### config.mk
export PLATFORM = sky130hd
export DESIGN_NAME = fb_scanout_reader
export DESIGN_NICKNAME = d
export VERILOG_FILES = /design/src/rtl/fb_scanout_pkg.sv /design/src/rtl/fb_raster_counter.sv /design/src/rtl/fb_addr_gen.sv /design/src/rtl/fb_scanout_reader.sv
export SDC_FILE = /design/constraint.sdc
export NUM_CORES = 1
export LEC_CHECK = 0
export ABC_AREA = 1
export ABC_CLOCK_PERIOD_IN_PS = 3000
export BUFFER_PORTS_ARGS = -buffer_cell sky130_fd_sc_hd__buf_2
export CAP_MARGIN = 10
export CORE_MARGIN = 2
export CORE_UTILIZATION = 36
export DETAILED_ROUTE_END_ITERATION = 16
export GPL_ROUTABILITY_DRIVEN = 0
export GPL_TIMING_DRIVEN = 0
export PLACE_DENSITY_LB_ADDON = 0.25
export SYNTH_ARGS = -nofsm -noshare
export SYNTH_HDL_FRONTEND = slang
export SYNTH_HIERARCHICAL = 1
export SYNTH_SLANG_ARGS = --single-unit
### constraint.sdc
create_clock -name clk -period 3 [get_ports clk]
set_input_delay 0.6 -clock clk [delete_from_list [all_inputs] [get_ports clk]]
set_output_delay 0.6 -clock clk [all_outputs]
set_load 0.05 [all_outputs]
### src/rtl/fb_scanout_pkg.sv
package fb_scanout_pkg;
  localparam logic [7:0] SINGLE_BEAT_LEN = 8'd0;
  localparam logic [2:0] WORD_SIZE_CODE  = 3'd2;
  localparam logic [1:0] BURST_FIXED_CODE = 2'b00;

  typedef struct packed {
    logic [7:0] blue;
    logic [7:0] green;
    logic [7:0] red;
    logic [7:0] alpha;
  } argb_t;

  function automatic argb_t word_to_argb(input logic [31:0] w);
    argb_t p;
    p.alpha = w[7:0];
    p.red   = w[15:8];
    p.green = w[23:16];
    p.blue  = w[31:24];
    return p;
  endfunction
endpackage

### src/rtl/fb_raster_counter.sv
module fb_raster_counter #(
  parameter int FRAME_W = 16,
  parameter int FRAME_H = 8,
  localparam int XW = (FRAME_W > 1) ? $clog2(FRAME_W) : 1,
  localparam int YW = (FRAME_H > 1) ? $clog2(FRAME_H) : 1
) (
  input  logic          clk,
  input  logic          rst,
  input  logic          step,
  output logic [XW-1:0] pos_x,
  output logic [YW-1:0] pos_y,
  output logic          row_end,
  output logic          frame_end
);
  localparam logic [XW-1:0] X_LAST = XW'(FRAME_W - 1);
  localparam logic [YW-1:0] Y_LAST = YW'(FRAME_H - 1);

  assign row_end   = (pos_x == X_LAST);
  assign frame_end = row_end && (pos_y == Y_LAST);

  always_ff @(posedge clk) begin
    if (rst) begin
      pos_x <= '0;
      pos_y <= '0;
    end else if (step) begin
      if (row_end) begin
        pos_x <= '0;
        pos_y <= (pos_y == Y_LAST) ? '0 : pos_y + 1'b1;
      end else begin
        pos_x <= pos_x + 1'b1;
      end
    end
  end
endmodule

### src/rtl/fb_addr_gen.sv
module fb_addr_gen #(
  parameter int FRAME_W = 16,
  parameter int FRAME_H = 8,
  parameter int ADDR_W  = 32,
  localparam int XW = (FRAME_W > 1) ? $clog2(FRAME_W) : 1,
  localparam int YW = (FRAME_H > 1) ? $clog2(FRAME_H) : 1,
  localparam int PAGE_BYTES = FRAME_W * FRAME_H * 4
) (
  input  logic              page,
  input  logic [XW-1:0]     pos_x,
  input  logic [YW-1:0]     pos_y,
  output logic [ADDR_W-1:0] addr
);
  function automatic logic [ADDR_W-1:0] pixel_offset(input logic [XW-1:0] x,
                                                      input logic [YW-1:0] y);
    logic [ADDR_W-1:0] idx;
    idx = ADDR_W'(y) * ADDR_W'(FRAME_W) + ADDR_W'(x);
    return idx << 2;
  endfunction

  function automatic logic [ADDR_W-1:0] page_base(input logic p);
    return p ? ADDR_W'(PAGE_BYTES) : '0;
  endfunction

  assign addr = page_base(page) + pixel_offset(pos_x, pos_y);
endmodule

### src/rtl/fb_scanout_reader.sv
module fb_scanout_reader
  import fb_scanout_pkg::*;
#(
  parameter int FRAME_W = 16,
  parameter int FRAME_H = 8,
  parameter int ADDR_W  = 32
) (
  input  logic              clk,
  input  logic              rst,
  input  logic              page_sel_in,
  input  logic              fifo_ready,
  output logic              ar_valid,
  input  logic              ar_ready,
  output logic [ADDR_W-1:0] ar_addr,
  output logic [7:0]        ar_len,
  output logic [2:0]        ar_size,
  output logic [1:0]        ar_burst,
  input  logic              r_valid,
  input  logic [31:0]       r_data,
  output logic              r_ready,
  output logic              pix_push,
  output logic [7:0]        pix_a,
  output logic [7:0]        pix_r,
  output logic [7:0]        pix_g,
  output logic [7:0]        pix_b
);
  localparam int XW = (FRAME_W > 1) ? $clog2(FRAME_W) : 1;
  localparam int YW = (FRAME_H > 1) ? $clog2(FRAME_H) : 1;

  logic          page_q;
  logic          req_fire;
  logic [XW-1:0] pos_x;
  logic [YW-1:0] pos_y;
  logic          row_end;
  logic          frame_end;
  argb_t         pix;

  always_ff @(posedge clk) begin
    if (rst) page_q <= 1'b0;
    else     page_q <= page_sel_in;
  end

  assign ar_valid = fifo_ready && !rst;
  assign req_fire = ar_valid && ar_ready;

  fb_raster_counter #(.FRAME_W(FRAME_W), .FRAME_H(FRAME_H)) u_raster (
    .clk(clk), .rst(rst), .step(req_fire),
    .pos_x(pos_x), .pos_y(pos_y), .row_end(row_end), .frame_end(frame_end)
  );

  fb_addr_gen #(.FRAME_W(FRAME_W), .FRAME_H(FRAME_H), .ADDR_W(ADDR_W)) u_addr (
    .page(page_q), .pos_x(pos_x), .pos_y(pos_y), .addr(ar_addr)
  );

  assign ar_len   = SINGLE_BEAT_LEN;
  assign ar_size  = WORD_SIZE_CODE;
  assign ar_burst = BURST_FIXED_CODE;

  assign r_ready  = fifo_ready;
  assign pix_push = r_valid && fifo_ready;
  assign pix      = word_to_argb(r_data);
  assign pix_a    = pix.alpha;
  assign pix_r    = pix.red;
  assign pix_g    = pix.green;
  assign pix_b    = pix.blue;
endmodule

# After elaboration in Yosys (flattened, before gate mapping)
# Cells that the tools add are included.
word_totals:
  reg_bits: 8
  inputBits: 38
  output_inout_bits: 80
  wordCells: 17
op_classes:
  addsub: 4
  n_eq_ne: 2
  n_mux: 3
  reduce_logical: 5
ops:
  columns: ["op", "count"]
  rows:
  - ["$add 32x32->32", 1]
  - ["$mux 10", 1]
  - ["$add 7x4->8", 1]
  - ["$add 4x1->4 const B", 1]
  - ["$eq 4x4->1 const B", 1]
  - ["$mux 4", 1]
  - ["$add 3x1->3 const B", 1]
  - ["$eq 3x3->1 const B", 1]
  - ["$logic_and 1x1->1", 3]
  - ["$mux 3", 1]
  - ["$reduce_and 2->1", 1]
  - ["$logic_not 1->1", 1]

# Logic depth before layout (Yosys ltp)
depth:
  depth_word: 4
  mapped_depth: 8
  depth_no_buf: 8

# By module
# The synthesis kept the hierarchy.
by_module_without_submodules:
  columns: ["mod", "n_inst", "cells_per_inst", "area_each_um2"]
  rows:
  - ["fb_scanout_reader", 1, 58, 411.6]
  - ["fb_raster_counter", 1, 52, 362.8]
  - ["fb_addr_gen", 1, 33, 244.0]

# Worst setup path after synthesis
# OpenSTA, ideal clock, no wires.
synth_timing:
  path_type: "in2out"
  from: "in rst"
  to: "out ar_valid"
  arrival_time_ps: 1002
  t_required_ps: 2400
  setup_slack_ps: 1398
  stages: 3
  path_buffers: 0
  path_cell_list: "inv_1 nand2_2 inv_1"
synth_via:
  elab_chain_len: 2
synth_rtl:
  columns: ["element", "line", "text"]
  rows:
  - ["start, declared", "fb_scanout_reader.sv:9", "input logic rst,"]
  - ["$logic_not 1->1", "fb_scanout_reader.sv:43", "assign ar_valid = fifo_ready && !rst;"]
  - ["$logic_and 1x1->1", "fb_scanout_reader.sv:43", null]
  - ["end, declared", "fb_scanout_reader.sv:12", "output logic ar_valid,"]
# No other way between the ends.

# Final worst setup path
# Same ends and word-level chain as after synthesis.

==> impl_results.md <==
- Outcome: finished clean
- Vias: 890
- Critical path, cell by cell: buf_2 > inv_1 > nand2_2 > inv_1 > buf_2
- Global-route wire length before repair: 2.68 mm
- Detailed Route Iter0 Violations: 9
- Pins Over Slew Limit: 0
- R2r worst-path depth: 6
- Final hold vios: 0
- Inserted Diodes: 0
- Per-cell routed wire length: 6.86 µm
- Die Ht: 57.0 µm
- Root Buffer: clkbuf_4
- Gr ovfl total: 0
- Pleak: 0.930 nW
- Flop2flop setup slack: 1.90 ns
- Post-route cell area: 1440 µm²
- Mapped Cells: 141
- Worst path bufs/invs: 4
- Post-cts sizing count: 0
- Area Overhead vs Synth: 42.5%
- Reg2reg end: u_raster/pos_y[0]
- Largest net degree at the start of global routing: 9
- Vias in the first global route: 694
- Antenna Nets Post-Route: 0
- Footprint of the multi-input gates: 344 µm²
- Crit-path slowest cell: buf_2
- Critical Path Max Stage Delay: 0.25 ns
- Total track usage: 10.3%
- Clock skew: 0.00557 ns
- Min-delay worst type: flop to flop
- Fin Setup TNS: 0 ns
- Starting Density: 37.3%
- RSZ-0062 raised after global routing: false
- Die area: 3250 µm²
- Post-detail-place hpwl: 1.61 mm
- Yosys warns: 6
- Initial antenna violation count: 0
- # fillers: 284
- WHS Path Cells: 2
- Sw Share: 52.2%
- # DRC: 0
- CTS tree: done
- Final hold slack: 0.492 ns
- Longest Clk Path Bufs: 2
- Crit path time final: 1.71 ns
- Clock share of power: 16.3%
- P per Cell Area: 348 nW/µm²
- CP delay by family, top: buffers and inverters
- Dpl cells: 254
- Internal power: 0.000240 W
- WS Path Type: primary input to output pin
- Mapped cell area: 1010 µm²
- Crit path max fanout: 3
- Drt total wl: 1.76 mm
- IO Port Bufs: 48
- Switch Pwr: 0.000261 W
- Clock sink count: 8
- TritonRoute pass-1 iters: 4
- Finished Core Util: 53.1%
- Maxcap violations: 0
- Final setup violation count: 0
- HP Start: u_raster/pos_y[1]
- Final period util: 57.1%
- IO Count: 118
- Crit. End Element: output pin
- Final net count: 269
- WHS Endpoint: u_raster/pos_y[1]
- FF+latch area: 160 µm²
- Setup repair bufs after CTS: 0
- Post-DP Area: 1420 µm²
- CTS Buf Count: 3
- Hold Buf Count CTS: 0
- FMAX: 584 MHz
- Post-route insts no fill: 257
- Vias per cell: 3.46
- Clock transition at path regs: 0.06 ns
- Logic pwr share: 61.7%
- Number of core rows: 19
- RR Startpoint: u_raster/pos_x[1]
- Sequential power share: 22.0%
- Die W: 57.0 µm
- Layout cells sized above 1: 59.7%
- Worst path required time: 2.40 ns
- H-tree depth: 1
- Startpoint class of the critical path: primary input
- Worst-Skew Late Latency: 0.25 ns
- Core area: 2710 µm²
- Peak supply drop: 213 µV
- Data arrival time of the worst path: 1.11 ns
- Syn Area/Cell: 7.17 µm²
-- per-stage QoR --
| step | total power [W] | setup WS, ns |
|---|---|---|
| after CTS | 0.000506 | 1.28 |
| after floorplan | 0.000393 | 1.40 |
| after global placement | 0.000419 | 1.28 |
| after detailed placement | 0.000420 | 1.29 |
| final | 0.000501 | 1.29 |
| after global routing | 0.000528 | 1.24 |
-- worst min-delay path: stages, from the launching register on --
cell     delay [ns]
dfxtp_1        0.32
nand3_1        0.08
nand2_1        0.04
-- how the worst max path moves through the flow --
stage,start,endpoint,slack [ns],cells past startpoint
floorplan,rst,ar_valid,1.40,3
global placement,rst,ar_valid,1.28,5
detailed placement,rst,ar_valid,1.29,5
CTS,rst,ar_valid,1.28,5
global route,rst,ar_valid,1.24,5
finish,rst,ar_valid,1.29,5
-- metal layers --
metal / routed length (µm) / up-vias / track usage (%)
li1: - / 477 / -
met1: 627 / 352 / 10.3
met2: 902 / 59 / 19.0
met3: 230 / 2 / 5.22
met4: 4 / 0 / 1.99
met5: 0 / - / 0
-- final cells by class --
cell class / instances / area share (%)
buffer: 78 / 40.7
clock buffer: 3 / 1.56
inverter: 13 / 3.39
multi-input combinational: 76 / 23.9
sequential: 8 / 11.1
tap: 31 / 2.69
timing repair buffer: 48 / 16.7
-- power by group through the flow --
| stage | combinational, W | sequential, W | clock [W] |
|---|---|---|---|
| floorplan | 0.000281 | 0.000112 | 0 |
| global placement | 0.000307 | 0.000112 | 0 |
| detailed placement | 0.000308 | 0.000112 | 0 |
| CTS | 0.000308 | 0.000110 | 0.0000878 |
| global route | 0.000321 | 0.000110 | 0.0000961 |
| finish | 0.000309 | 0.000110 | 0.0000816 |
-- cells in the final DEF, fill, tap and decap left out --
cell type   n
buf_2      48
a21oi_1     3
buf_4      78
o21ai_1     3
nand2_2     2
clkbuf_4    3
nor2_4      1
nand3_1     2
nor2_1      8
nor2_2      2
ha_1        3
nand2_1    13
nand3b_1    1
inv_1      12
o21ai_0     1
dfxtp_1     8
conb_1     37
inv_2       1
-- flip-flops by register name, indices dropped and copies added, names as in the netlist --
name            flops
page_q              1
u_raster/pos_x      4
u_raster/pos_y      3
Note: power is estimated with default switching activity, not from simulation.
